## src/rtl/throttle_pkg.sv

```systemverilog
package throttle_pkg;
  typedef enum logic [1:0] {
    ST_IDLE    = 2'd0,
    ST_TENURE  = 2'd1,
    ST_BACKOFF = 2'd2
  } thr_state_e;
endpackage

```

## src/rtl/tt_field_decode.sv

```systemverilog
module tt_field_decode #(
  parameter int CTRL_W        = 32,
  parameter int TEN_LSB       = 20,
  parameter int OFF_LSB       = 16,
  parameter int TEN_BASE_LOG2 = 8,
  parameter int OFF_BASE_LOG2 = 4,
  parameter int LIM_W         = 16,
  parameter int WAIT_W        = 11
) (
  input  logic [CTRL_W-1:0] ctrl_word_i,
  output logic [LIM_W-1:0]  limit_o,
  output logic              unlimited_o,
  output logic [WAIT_W-1:0] wait_o
);
  logic [2:0] ten_code;
  logic [3:0] off_code;
  logic [2:0] off_eff;

  assign ten_code    = ctrl_word_i[TEN_LSB +: 3];
  assign off_code    = ctrl_word_i[OFF_LSB +: 4];
  assign unlimited_o = (ten_code == 3'd0);
  // codes above 7 saturate to the longest wait
  assign off_eff     = off_code[3] ? 3'd7 : off_code[2:0];

  always_comb begin
    limit_o = '0;
    if (!unlimited_o) limit_o = LIM_W'(1) << (TEN_BASE_LOG2 - 1 + 32'(ten_code));
    wait_o = '0;
    if (off_eff != 3'd0) wait_o = WAIT_W'(1) << (OFF_BASE_LOG2 - 1 + 32'(off_eff));
  end
endmodule

```

## src/rtl/tt_burst_encode.sv

```systemverilog
module tt_burst_encode #(
  parameter int REQ_W         = 16,
  parameter int TEN_BASE_LOG2 = 8
) (
  input  logic [REQ_W-1:0] burst_req_i,
  output logic [2:0]       burst_code_o
);
  always_comb begin
    burst_code_o = 3'd7;
    // descending scan, so the smallest fitting size wins
    for (int c = 7; c >= 1; c--) begin
      if (33'(burst_req_i) <= (33'd1 << (TEN_BASE_LOG2 - 1 + c)))
        burst_code_o = 3'(c);
    end
  end
endmodule

```

## src/rtl/tt_backoff_timer.sv

```systemverilog
module tt_backoff_timer #(
  parameter int WAIT_W = 11
) (
  input  logic              clk_i,
  input  logic              rst_ni,
  input  logic              run_i,
  input  logic              tick_i,
  input  logic [WAIT_W-1:0] wait_i,
  output logic              expire_o
);
  logic [WAIT_W-1:0] tick_cnt;

  always_ff @(posedge clk_i or negedge rst_ni) begin
    if (!rst_ni)      tick_cnt <= '0;
    else if (!run_i)  tick_cnt <= '0;
    else if (tick_i)  tick_cnt <= tick_cnt + 1'b1;
  end

  assign expire_o = (wait_i == '0) ||
                    (tick_i && (({1'b0, tick_cnt} + 1'b1) >= {1'b0, wait_i}));
endmodule

```

## src/rtl/tenure_throttle.sv

```systemverilog
module tenure_throttle
  import throttle_pkg::*;
#(
  parameter int CTRL_W        = 32,
  parameter int TEN_LSB       = 20,
  parameter int OFF_LSB       = 16,
  parameter int TEN_BASE_LOG2 = 8,
  parameter int OFF_BASE_LOG2 = 4,
  parameter int INC_W         = 8,
  parameter int REQ_W         = 16
) (
  input  logic              clk_i,
  input  logic              rst_ni,
  input  logic [CTRL_W-1:0] ctrl_word_i,
  input  logic              xfer_active_i,
  input  logic [INC_W-1:0]  byte_inc_i,
  input  logic              us_tick_i,
  input  logic [REQ_W-1:0]  burst_req_i,
  output logic              bus_req_en_o,
  output logic              pause_o,
  output logic [2:0]        burst_code_o
);
  localparam int LIM_W  = TEN_BASE_LOG2 + 8;
  localparam int WAIT_W = OFF_BASE_LOG2 + 7;
  localparam int SUM_W  = LIM_W + 1;

  thr_state_e        state_q, state_d;
  logic [LIM_W-1:0]  byte_cnt;
  logic [SUM_W-1:0]  byte_sum;
  logic [LIM_W-1:0]  limit;
  logic              unlimited;
  logic [WAIT_W-1:0] wait_us;
  logic              expire;

  tt_field_decode #(
    .CTRL_W(CTRL_W), .TEN_LSB(TEN_LSB), .OFF_LSB(OFF_LSB),
    .TEN_BASE_LOG2(TEN_BASE_LOG2), .OFF_BASE_LOG2(OFF_BASE_LOG2),
    .LIM_W(LIM_W), .WAIT_W(WAIT_W)
  ) dec_i (
    .ctrl_word_i(ctrl_word_i), .limit_o(limit),
    .unlimited_o(unlimited), .wait_o(wait_us)
  );

  tt_backoff_timer #(.WAIT_W(WAIT_W)) tmr_i (
    .clk_i(clk_i), .rst_ni(rst_ni), .run_i(state_q == ST_BACKOFF),
    .tick_i(us_tick_i), .wait_i(wait_us), .expire_o(expire)
  );

  tt_burst_encode #(.REQ_W(REQ_W), .TEN_BASE_LOG2(TEN_BASE_LOG2)) enc_i (
    .burst_req_i(burst_req_i), .burst_code_o(burst_code_o)
  );

  assign byte_sum = {1'b0, byte_cnt} + SUM_W'(byte_inc_i);

  always_comb begin
    state_d = state_q;
    unique case (state_q)
      ST_IDLE:    if (xfer_active_i) state_d = ST_TENURE;
      ST_TENURE: begin
        if (!xfer_active_i)                                state_d = ST_IDLE;
        else if (!unlimited && byte_sum >= SUM_W'(limit))  state_d = ST_BACKOFF;
      end
      ST_BACKOFF: begin
        if (!xfer_active_i) state_d = ST_IDLE;
        else if (expire)    state_d = ST_TENURE;
      end
      default: state_d = ST_IDLE;
    endcase
  end

  always_ff @(posedge clk_i or negedge rst_ni) begin
    if (!rst_ni) begin
      state_q  <= ST_IDLE;
      byte_cnt <= '0;
    end else begin
      state_q  <= state_d;
      // total only carries within one tenure
      byte_cnt <= (state_q == ST_TENURE && state_d == ST_TENURE) ? byte_sum[LIM_W-1:0] : '0;
    end
  end

  assign bus_req_en_o = (state_q == ST_TENURE);
  assign pause_o      = (state_q == ST_BACKOFF);
endmodule

```

## config.mk

```make
export PLATFORM = sky130hd
export DESIGN_NAME = tenure_throttle
export DESIGN_NICKNAME = d
export VERILOG_FILES = /design/src/rtl/throttle_pkg.sv /design/src/rtl/tt_field_decode.sv /design/src/rtl/tt_burst_encode.sv /design/src/rtl/tt_backoff_timer.sv /design/src/rtl/tenure_throttle.sv
export SDC_FILE = /design/constraint.sdc
export NUM_CORES = 1
export LEC_CHECK = 0
export BUFFER_PORTS_ARGS = -buffer_cell sky130_fd_sc_hd__buf_4
export CELL_PAD_IN_SITES_DETAIL_PLACEMENT = 0
export CELL_PAD_IN_SITES_GLOBAL_PLACEMENT = 2
export CORE_ASPECT_RATIO = 1.75
export CORE_MARGIN = 2
export CORE_UTILIZATION = 33
export DETAILED_ROUTE_END_ITERATION = 8
export PLACE_DENSITY = 0.92
export SETUP_SLACK_MARGIN = 0.3
export SYNTH_ARGS = -nofsm -noshare
export SYNTH_HDL_FRONTEND = slang
export SYNTH_HIERARCHICAL = 1
export SYNTH_SLANG_ARGS = --single-unit
```

## constraint.sdc

```tcl
create_clock -name clk_i -period 3.95 [get_ports clk_i]
set_input_delay 0.395 -clock clk_i [delete_from_list [all_inputs] [get_ports clk_i]]
set_output_delay 0.395 -clock clk_i [all_outputs]
set_load 0.02 [all_outputs]
```

==> results of run 1 <==
## per-layer routing
layer / wire length (um) / global-route usage (%) / vias up
met5: 0 / 0 / -
li1: - / - / 1313
met2: 3819 / 25.99 / 36
met4: 140 / 5.754 / 0
met3: 164 / 1.849 / 11
met1: 2619 / 14.09 / 1209
## placed cells by master, fill, tap and decap left out, types with 5 or more instances in the layout
| cell | synthesis | layout |
|---|---|---|
| a21o_1 | 5 | 5 |
| a21oi_1 | 12 | 11 |
| and2_1 | 7 | 7 |
| and3_1 | 8 | 8 |
| buf_4 | 12 | 48 |
| clkbuf_16 | 0 | 5 |
| conb_1 | 1 | 9 |
| dfrtp_1 | 29 | 29 |
| ha_1 | 37 | 34 |
| inv_1 | 34 | 34 |
| nand2_1 | 19 | 19 |
| nand2b_1 | 5 | 5 |
| nand3_1 | 11 | 11 |
| nand4_1 | 7 | 7 |
| nor2_1 | 23 | 23 |
| nor2b_1 | 15 | 15 |
| nor3_1 | 9 | 9 |
| nor3b_1 | 9 | 8 |
| nor4_1 | 6 | 6 |
| o21ai_0 | 8 | 8 |
| xnor2_1 | 24 | 23 |
| xor2_1 | 9 | 7 |
## path summary, 6_finish.rpt
kind                                                to  slack (ns)  depth (start not counted)
worst max register to register   byte_cnt[8]$_DFF_PN0_        0.47                         16
worst min register to register    state_q[0]$_DFF_PN0_        0.48                          1
worst max-delay path             byte_cnt[8]$_DFF_PN0_        0.47                         16
worst min-delay path            byte_cnt[12]$_DFF_PN0_        0.04                          1
min in group clk_i                state_q[0]$_DFF_PN0_        0.39                          3
max in group asynchronous        byte_cnt[4]$_DFF_PN0_        3.62                          1
## sequential cells by signal, summed over array words and instances, names as in the netlist
signal          flops
byte_cnt           16
tmr_i/tick_cnt     11
state_q             2
## power breakdown
| group | switching, W | internal, W |
|---|---|---|
| clock | 0.000119 | 0.000246 |
| combinational | 0.000168 | 0.000145 |
| sequential | 0.00000568 | 0.000309 |
| total | 0.000293 | 0.000700 |
## per-stage QoR
stage / util, % / hold WS, ns
final: 41.36 / 0.04409
after global routing: 41.36 / 0.07133
after CTS: 39.72 / 0.06258
after detailed placement: 38.07 / 0.3513
after global placement: 38.07 / 0.3437
after floorplan: - / 0.09941
## final cells by class
cell class,instances,area [um^2],share of cell area [%]
Timing Repair Buffer,48,360.3,9.581
Tap cell,120,150.1,3.992
Inverter,34,127.6,3.393
Clock buffer,7,142.6,3.792
Multi-Input combinational cell,280,2255,59.95
Sequential cell,29,725.7,19.29
## repair_timing
action	in CTS	in global routing
setup endpoints to repair	6	18
pin swaps	1	8
gates resized for setup	0	14
buffers inserted	1	7
## cells by family after synthesis
logic type                 Yosys count  synth area share, %
and+or+nand+nor                    145                29.50
AOI/OAI and AO/OA                   54                13.98
buffers and inverters               50                7.577
adders and majority gates           38                15.64
xor gates and xnor gates            33                9.360
DFF                                 29                23.50
other                                1               0.1214
muxes                                1               0.3242
## critical path, stage by stage (launching register included)
cell       delay (ns)
dfrtp_1          0.33
ha_2             0.19
inv_1            0.06
fa_2             0.35
nand2b_1         0.18
a21oi_2          0.21
o41a_4           0.20
nand3_1          0.12
xnor2_2          0.25
ha_4             0.25
a211oi_4         0.26
o2111ai_2        0.16
o311ai_2         0.29
buf_4            0.19
a32oi_4          0.05
buf_4            0.20
nor2b_1          0.12
==> summary.txt, run 1 <==
Outcome
  – Outcome: finished clean

Detailed routing
  – Routed len/inst: 13.02 um
  – DRT antenna net count: 0
  – Routed WL: 6744 um
  – Drc violations: 0
  – Initial DRT Pass Iterations: 4
  – Drt initial violations: 59
  – Detailed-route via count: 2569
  – Vias per cell: 4.959

Synth
  – Synth warnings: 6
  – Register area share after synthesis: 23.50%
  – Flop and latch count out of synthesis: 29
  – Number of flops mapped to enable cells by yosys: 0
  – Syn Inst Count: 351
  – Cell Area, Synth: 3088 um^2
  – Main synth FF type: dfrtp_1
  – Area contributors post-synth: dfrtp_1 24%, ha_1 15%, xnor2_1 6.8%, inv_1 4.1%, nor2b_1 3.0%
  – FFs w/ async S/R, synth: 100.0%
  – Synthesized area per cell: 8.798 um^2
  – Synth top cells by count: 37 x ha_1, 34 x inv_1, 29 x dfrtp_1, 24 x xnor2_1, 23 x nor2_1
  – Top cell type's share of synthesized area: 23.50%
  – Most frequent cell after synthesis: ha_1
  – Cell variety after synth: 58
  – Synth area leader: dfrtp_1

STA
  – RSZ-0062 raised after global routing: false
  – Setup TNS: 0 ns
  – Final period util: 88.15%
  – Worst slew pin tran: 0.6921 ns
  – Post-route minimum period: 3.482 ns
  – Worst slew margin: 53.51%
  – Slack of the critical path: 0.4682 ns
  – Setup violators final: 0
  – Clk_skew: 0.002651 ns
  – Final max-slew violation count: 0
  – Fmax: 0.2872 GHz
  – Endpoints failing hold: 0

CTS
  – CTS tree: done
  – CTS Root Buffer Type: clkbuf_16
  – Worst-Skew Late Latency: 0.27 ns
  – Clock Sinks: 29
  – H-Tree Depth: 2
  – Num CTS Buffers: 5
  – CTS hold repair buffers: 0
  – Clock Tree Buf Depth: 2
  – Reg clk slew, reported paths: 0.05 ns

Die
  – Cell Rows: 46
  – Die Area: 10180 um^2
  – Die Y: 132.0 um
  – Die width: 77.13 um
  – Core Area: 9094 um^2
  – I/O pin count: 65
  – Initial Utilization: 33.96%

Placed design
  – Setup WS pre-CTS: 0.1215 ns
  – GPL Wtd Cong: 0.8282
  – Cell Area, Placed: 3462 um^2
  – Placed cell count: 503
  – Number of buffers added on ports: 39
  – DP Wirelength: 5336 um

Cells and area
  – Antenna diodes: 0
  – Share of post-route cells with drive strength above 1: 22.11%
  – Fin area: 3761 um^2
  – Filler cells: 963
  – Final Non-Filler Cells: 518
  – Area grow syn2layout: 21.80%
  – # nets final: 496

Power and ir drop
  – LEAKAGE: 1.660 nW
  – Tot Pwr: 0.0009931 W
  – Max IR drop VDD: 0.0001805 V
  – Pwr/cell area: 264.1 nW/um^2

Global routing
  – All-Layer GR Usage: 13.46%
  – GRT overflow: 0
  – Largest net degree at the start of global routing: 30
  – Vias in the first global route: 2611
  – Global-route wire length before repair: 11380 um
  – Initial antenna violation count: 0

Critical path
  – CP Data Arrival Time: 3.68 ns
  – Crit path launch: byte_cnt[0]$_DFF_PN0_
  – Kind of end point of the critical path: register
  – Crit-path max FO: 6
  – Worst R2R Start: byte_cnt[0]$_DFF_PN0_
  – Kind of critical path: reg -> reg
  – Crit path launch type: register
  – Data required time of the critical path: 4.15 ns

Job
  – Max cap viols: 0

Hold path
  – Hold WC Path Type: in -> async
No activity file was read; power rests on OpenSTA's default activity.
==> run 2, diff against run 1 <==
--- a/config.mk
+++ b/config.mk
@@ -12,6 +12,7 @@
 export CORE_MARGIN = 2
 export CORE_UTILIZATION = 33
 export DETAILED_ROUTE_END_ITERATION = 8
+export MAX_ROUTING_LAYER = met4
 export PLACE_DENSITY = 0.92
 export SETUP_SLACK_MARGIN = 0.3
 export SYNTH_ARGS = -nofsm -noshare
==> summary.txt, run 2 (synthesis results as in run 1) <==
STA
  – Worst slew margin: 52.63% (-0.87 points)
  – Final period util: 88.19% (about the same)
  – Clk_skew: 0.002730 ns (+0.00007857 ns)
  – Setup TNS: 0 ns (unchanged)
  – RSZ-0062 raised after global routing: false
  – Setup violators final: 0 (unchanged)
  – Worst slew pin tran: 0.7051 ns (+0.01301 ns)
  – Final max-slew violation count: 0 (unchanged)
  – Worst hold slack: 0.04100 ns (-0.003095 ns)
  – Fmax: 0.2871 GHz (about the same)
  – Post-route minimum period: 3.484 ns (+0.001731 ns)
  – Endpoints failing hold: 0 (unchanged)

Critical path
  – Crit-path max FO: 6 (unchanged)
  – Kind of critical path: reg -> reg
  – CP Data Arrival Time: 3.68 ns (about the same)
  – Data required time of the critical path: 4.15 ns (about the same)
  – Crit path launch type: register
  – Kind of end point of the critical path: register

Global routing
  – GRT overflow: 0 (unchanged)
  – Grt met3 use: 1.849% (unchanged)
  – Grt met2 use: 25.99% (unchanged)
  – Initial antenna violation count: 0 (unchanged)
  – Busiest layer in global routing: met2
  – All-Layer GR Usage: 13.86% (+0.41 points)
  – Met1 usage in global routing: 14.13% (+0.043 points)
  – Global-route wire length before repair: 11410 um (+0.30%)
  – Largest net degree at the start of global routing: 30 (unchanged)
  – Vias in the first global route: 2607 (-0.15%)

Detailed routing
  – Drc violations: 0 (unchanged)
  – Routed len/inst: 13.01 um (about the same)
  – DRT antenna net count: 0 (unchanged)
  – Routed WL: 6739 um (about the same)
  – Drt initial violations: 81 (+37%)
  – Initial DRT Pass Iterations: 4 (unchanged)
  – Detailed-route via count: 2569 (unchanged)
  – Vias per cell: 4.959 (unchanged)

Cells and area
  – Area grow syn2layout: 21.80% (unchanged)
  – Antenna diodes: 0 (unchanged)
  – Top Registers: byte_cnt (16), tmr_i/tick_cnt (11), state_q (2)
  – Max FFs per register: 16 (unchanged)
  – Filler cells: 963 (unchanged)
  – Top reg by flops: byte_cnt
  – Most common cell after layout, fill and taps aside: buf_4
  – Most frequent cells in the layout: 48 x buf_4, 34 x inv_1, 34 x ha_1
  – Share of post-route cells with drive strength above 1: 22.11% (unchanged)
  – # nets final: 496 (unchanged)

Power and ir drop
  – Pwr/cell area: 264.1 nW/um^2 (about the same)
  – Logic pwr share: 31.4% (about the same)
  – Internal Power: 0.0007003 W (about the same)
  – Switching Power: 0.0002930 W (about the same)
  – Clock network power share: 36.8% (about the same)
  – Part of the power in registers: 31.7% (about the same)
  – LEAKAGE: 1.660 nW (unchanged)
  – Max IR drop VDD: 0.0001810 V (+0.27%)
  – Switching Share: 29.49% (about the same)

CTS
  – CTS Root Buffer Type: clkbuf_16
  – Clock Tree Buf Depth: 2 (unchanged)
  – CTS tree: done
  – Reg clk slew, reported paths: 0.05 ns (about the same)
  – Clock Sinks: 29 (unchanged)
  – Worst-Skew Late Latency: 0.27 ns (about the same)
  – H-Tree Depth: 2 (unchanged)
  – Num CTS Buffers: 5 (unchanged)
  – CTS hold repair buffers: 0 (unchanged)

Placed design
  – GPL Wtd Cong: 0.8408 (+1.5%)
  – DP Wirelength: 5336 um (unchanged)
  – Number of buffers added on ports: 39 (unchanged)

Outcome
  – Outcome: finished clean

Die
  – Core Area: 9094 um^2 (unchanged)
  – Initial Utilization: 33.96% (unchanged)
  – Die Y: 132.0 um (unchanged)
  – Cell Rows: 46 (unchanged)
  – Die Area: 10180 um^2 (unchanged)
  – Die width: 77.13 um (unchanged)
  – I/O pin count: 65 (unchanged)

Hold path
  – Hold WC Path Type: in -> async

Job
  – Max cap viols: 0 (unchanged)
## run 2: cell counts in the layout (fill, tap and decap cells not counted)
No cell type changed its count.
## run 2: path summary, 6_finish.rpt
check / slack, ns / depth (start not counted) / start / endpoint
worst max-delay path: 0.47 / 16 / byte_cnt[0]$_DFF_PN0_ / byte_cnt[8]$_DFF_PN0_
worst min-delay path: 0.04 / 1 / rst_ni / byte_cnt[11]$_DFF_PN0_
worst max register to register: 0.47 / 16 / byte_cnt[0]$_DFF_PN0_ / byte_cnt[8]$_DFF_PN0_
worst min register to register: 0.48 / 1 / state_q[0]$_DFF_PN0_ / state_q[0]$_DFF_PN0_
max in group asynchronous: 3.62 / 1 / rst_ni / tmr_i/tick_cnt[0]$_DFFE_PN0P_
min in group clk_i: 0.39 / 3 / xfer_active_i / state_q[0]$_DFF_PN0_
## run 2: cell type report
type / count / area [um^2] / share of cell area (%)
multi-input cells: 280 / 2255 / 59.95
flip-flops and latches: 29 / 725.7 / 19.29
repair buffers: 48 / 360.3 / 9.581
well taps: 120 / 150.1 / 3.992
clock buffers: 7 / 142.6 / 3.792
inverters: 34 / 127.6 / 3.393
## run 2: per-layer routing
layer	wire (um)	part of all wire [%]	up-vias
li1	-	-	1315
met1	2610	39	1205
met2	3822	57	39
met3	173	2.6	10
met4	133	2.0	0
met5	0	0	-
## run 2: power by group through the flow
stage               clock [W]  sequential, W  combinational [W]
floorplan                   0       0.000318           0.000203
global placement            0       0.000319           0.000291
detailed placement          0       0.000320           0.000294
CTS                  0.000373       0.000315           0.000299
global route         0.000387       0.000316           0.000351
finish               0.000366       0.000315           0.000312
## run 2: critical path, stage by stage (launching register included)
cell and delay [ns]:
dfrtp_1 0.33, ha_2 0.19, inv_1 0.06, fa_2 0.35, nand2b_1 0.18, a21oi_2 0.21
o41a_4 0.20, nand3_1 0.12, xnor2_2 0.25, ha_4 0.25, a211oi_4 0.27, o2111ai_2 0.16
o311ai_2 0.29, buf_4 0.19, a32oi_4 0.05, buf_4 0.20, nor2b_1 0.12
## run 2: timing repair
item                                    CTS  global route
endpoints found under the setup margin    6            18
resized for setup                         0            14
buffers inserted                          1             7
pin swaps                                 1             8
## run 2: through the flow
| stage | instance area (um^2) | total power, W | worst slack, ns | std cells | utilization [%] |
|---|---|---|---|---|---|
| floorplan | 3118 | 0.0005203 | 0.6978 | 359 | - |
| CTS | 3612 | 0.0009866 | 0.3074 | 511 | 39.72 |
| detailed placement | 3462 | 0.0006136 | 0.1215 | 503 | 38.07 |
| global placement | 3462 | 0.0006100 | 0.2220 | 503 | 38.07 |
| global route | 3761 | 0.001054 | 0.2816 | 518 | 41.36 |
| finish | 3761 | 0.0009933 | 0.4665 | 518 | 41.36 |
==> run 3, diff against run 2 <==
--- a/config.mk
+++ b/config.mk
@@ -5,17 +5,18 @@
 export SDC_FILE = /design/constraint.sdc
 export NUM_CORES = 1
 export LEC_CHECK = 0
+export ABC_CLOCK_PERIOD_IN_PS = 3950
 export BUFFER_PORTS_ARGS = -buffer_cell sky130_fd_sc_hd__buf_4
 export CELL_PAD_IN_SITES_DETAIL_PLACEMENT = 0
 export CELL_PAD_IN_SITES_GLOBAL_PLACEMENT = 2
 export CORE_ASPECT_RATIO = 1.75
 export CORE_MARGIN = 2
-export CORE_UTILIZATION = 33
+export CORE_UTILIZATION = 32
 export DETAILED_ROUTE_END_ITERATION = 8
+export HOLD_SLACK_MARGIN = 0.12
 export MAX_ROUTING_LAYER = met4
 export PLACE_DENSITY = 0.92
 export SETUP_SLACK_MARGIN = 0.3
 export SYNTH_ARGS = -nofsm -noshare
 export SYNTH_HDL_FRONTEND = slang
-export SYNTH_HIERARCHICAL = 1
 export SYNTH_SLANG_ARGS = --single-unit
==> summary.txt, run 3 <==
Die
  – Initial Utilization: 32.70% (-1.3 points)
  – Cell Rows: 43 (-6.5%)
  – Die Area: 8788 um^2 (-14%)
  – I/O pin count: 65 (unchanged)
  – Die Y: 122.5 um (-7.2%)
  – Core Area: 7855 um^2 (-14%)
  – Die width: 71.73 um (-7.0%)

STA
  – RSZ-0062 raised after global routing: true
  – Setup TNS: 0 ns (unchanged)
  – Setup violators final: 0 (unchanged)
  – Post-route minimum period: 3.731 ns (+0.2480 ns)
  – Clk_skew: 0.005734 ns (+0.003004 ns)
  – Fmax: 0.2680 GHz (-6.6%)
  – Final period util: 94.47% (+6.3 points)
  – Final max-slew violation count: 0 (unchanged)
  – Endpoints failing hold: 0 (unchanged)

Critical path
  – Crit path launch type: register
  – Largest delay share family, worst path: compound AO/OA/AOI/OAI gates
  – Buf+Inv Stages, Crit Path: 2 (-1)
  – Cell with the largest stage delay on the worst path: or4_4
  – Data required time of the critical path: 4.17 ns (+0.02 ns)
  – Worst reg2reg setup slack: 0.22 ns (-0.25 ns)
  – Kind of end point of the critical path: register
  – R2R cell count: 15 (-1)
  – Crit-path max FO: 7 (+1)
  – Worst R2R Start: byte_cnt[1]$_DFF_PN0_
  – Worst R2R End: byte_cnt[4]$_DFF_PN0_
  – Max stage delay on crit path: 0.56 ns (+0.21 ns)
  – CP Data Arrival Time: 3.95 ns (+0.27 ns)
  – Kind of critical path: reg -> reg
  – Cell Chain, Critical Path: ha_1 > a21o_1 > a311oi_2 > a211o_1 > a21boi_2 > xor2_2 > ha_1 > a211o_1 > o211ai_2 > a21oi_2 > or4_4 > a221oi_4 > buf_4 > buf_12 > and2_4
  – Crit path launch: byte_cnt[1]$_DFF_PN0_

Global routing
  – All-Layer GR Usage: 16.07% (+2.2 points)
  – GRT overflow: 0 (unchanged)
  – Global-route wire length before repair: 11050 um (-3.2%)
  – Vias in the first global route: 2538 (-2.6%)
  – Largest net degree at the start of global routing: 30 (unchanged)
  – Initial antenna violation count: 0 (unchanged)

Cells and area
  – Antenna diodes: 0 (unchanged)
  – Most common cell after layout, fill and taps aside: buf_4
  – # nets final: 454 (-8.5%)
  – Most frequent cells in the layout: 57 x buf_4, 31 x ha_1, 29 x nor2_1, 29 x dfrtp_1, 23 x nand2_1
  – Max FFs per register: 16 (unchanged)
  – Area of the multi-input gates: 1922 um^2 (-15%)
  – Top Registers: byte_cnt (16), tmr_i.tick_cnt (11), state_q (2)
  – Filler cells: 813 (-16%)
  – Seq. cell area: 725.7 um^2 (unchanged)
  – Share of post-route cells with drive strength above 1: 26.87% (+4.8 points)
  – Top reg by flops: byte_cnt
  – Area grow syn2layout: 32.93%

CTS
  – Num CTS Buffers: 5 (unchanged)
  – Clock Tree Buf Depth: 2 (unchanged)
  – CTS tree: done
  – CTS Root Buffer Type: clkbuf_16
  – Clock Sinks: 29 (unchanged)
  – H-Tree Depth: 2 (unchanged)
  – Reg clk slew, reported paths: 0.05 ns (about the same)
  – Worst-Skew Late Latency: 0.28 ns (about the same)

Hold path
  – Worst Hold End: state_q[0]$_DFF_PN0_
  – Hold WC Path Type: in -> reg
  – Worst Hold Launch: xfer_active_i
  – Cell count of the worst hold path: 2

Detailed routing
  – DRT antenna net count: 0 (unchanged)
  – Routed WL: 6225 um (-7.6%)
  – Drt initial violations: 64 (-21%)
  – Initial DRT Pass Iterations: 6 (+2)
  – Routed len/inst: 13.80 um (+6.1%)
  – Max layer used: met4
  – Metal3 WL: 175 um (+1.2%)
  – WL met1: 2265 um (-13%)
  – Vias per cell: 5.195 (+4.8%)
  – Drc violations: 0 (unchanged)
  – Met2 Routed Length: 3675 um (-3.8%)
  – Detailed-route via count: 2343 (-8.8%)

Power and ir drop
  – Clock network power share: 38.1% (+1.3 points)
  – Internal Power: 0.0006814 W (-2.7%)
  – Logic pwr share: 29.4% (-2.0 points)
  – Switching Power: 0.0002834 W (-3.3%)
  – Tot Pwr: 0.0009648 W (-2.9%)
  – LEAKAGE: 1.659 nW (about the same)
  – Switching Share: 29.38% (-0.12 points)
  – Max IR drop VDD: 0.0002261 V (+25%)
  – Pwr/cell area: 282.6 nW/um^2 (+7.0%)
  – Part of the power in registers: 32.5% (+0.8 points)

Synth
  – Register area share after synthesis: 28.25% (+4.8 points)
  – Area contributors post-synth: dfrtp_1 28%, ha_1 16%, xor2_1 6.8%, and2_1 4.6%, nor2_1 4.2%
  – Cell Area, Synth: 2569 um^2 (-17%)
  – FFs w/ async S/R, synth: 100.0% (unchanged)
  – Flop and latch count out of synthesis: 29 (unchanged)
  – Cell variety after synth: 50 (-14%)
  – Most frequent cell after synthesis: ha_1
  – Main synth FF type: dfrtp_1
  – Synth area leader: dfrtp_1
  – Syn Inst Count: 289 (-18%)
  – Top cell type's share of synthesized area: 28.25% (+4.8 points)
  – Synthesized area per cell: 8.888 um^2 (+1.0%)
  – Synth top cells by count: 33 x ha_1, 29 x dfrtp_1, 29 x nor2_1, 24 x nand2_1, 20 x xor2_1
  – Synth warnings: 0 (-6)
  – Number of flops mapped to enable cells by yosys: 0 (unchanged)

Job
  – Max cap viols: 0 (unchanged)

Placed design
  – GPL Wtd Cong: 0.7657 (-8.9%)
  – Number of buffers added on ports: 39 (unchanged)
  – DP Wirelength: 4771 um (-11%)

Outcome
  – Outcome: finished clean
[run 3: kinds of logic after synthesis]
group	after synthesis	synth area share, %
AND/OR/NAND/NOR	130	26.55
AO/OA/AOI/OAI	53	15.20
adder cells (fa/ha/maj)	34	16.85
XOR/XNOR	31	10.57
flip-flops	29	28.25
buffers and inverters	8	1.461
other	2	0.2924
multiplexers	2	0.8280
[run 3: power groups by stage]
stage,Sequential (W),Clock [W],Combinational [W]
after floorplan,0.000316,0,0.000158
after global placement,0.000317,0,0.000248
after detailed placement,0.000318,0,0.000254
after CTS,0.000314,0.000375,0.000279
after global routing,0.000315,0.000389,0.000324
final,0.000313,0.000367,0.000284
[run 3: timing repair]
action	in CTS	in global routing
buffers inserted	6	7
endpoints found under the hold margin	29	0
gates cloned	1	0
setup endpoints to repair	16	16
pin swaps	11	21
gates resized for setup	14	9
hold buffers	1	0
[run 3: area by class of cell]
type	instances	share of cell area [%]
Sequential cell	29	21.25
Multi-Input combinational cell	259	56.28
Clock inverter	3	0.5130
Tap cell	90	3.298
Timing Repair Buffer	61	14.55
Clock buffer	5	3.664
Inverter	4	0.4397
[run 3: how the worst max path moves through the flow]
stage	to	slack, ns	depth (start not counted)
2_1_floorplan	byte_cnt[5]$_DFF_PN0_	0.36	15
3_3_place_gp	byte_cnt[4]$_DFF_PN0_	0.02	16
3_5_place_dp	byte_cnt[4]$_DFF_PN0_	0.02	16
4_1_cts	byte_cnt[4]$_DFF_PN0_	0.26	16
5_1_grt	byte_cnt[4]$_DFF_PN0_	0.06	15
6_report	byte_cnt[4]$_DFF_PN0_	0.22	15
[run 3: worst register-to-register path, stage by stage, from the launching register on]
cell and delay, ns:
dfrtp_1 0.40, ha_1 0.27, a21o_1 0.19, a311oi_2 0.33
a211o_1 0.28, a21boi_2 0.10, xor2_2 0.20, ha_1 0.19
a211o_1 0.30, o211ai_2 0.07, a21oi_2 0.06, or4_4 0.56
a221oi_4 0.29, buf_4 0.18, buf_12 0.11, and2_4 0.13
[run 3: per-stage QoR]
stage	instances	hold WS, ns	util, %	setup slack (ns)	instance area, um^2
final	451	0.3728	43.47	0.2185	3415
after floorplan	296	0.09941	-	0.3572	2595
after global routing	451	0.3865	43.47	0.05673	3415
after CTS	444	0.3652	42.40	0.2611	3331
after detailed placement	428	0.3494	38.74	0.01916	3043
after global placement	428	0.3432	38.74	0.02018	3043
[run 3: routing by layer]
metal | GRT usage, % | vias to the layer above
met1 | 15.29 | 1113
met4 | 4.953 | 0
met2 | 32.58 | 36
met3 | 1.642 | 10
met5 | - | -
li1 | - | 1184
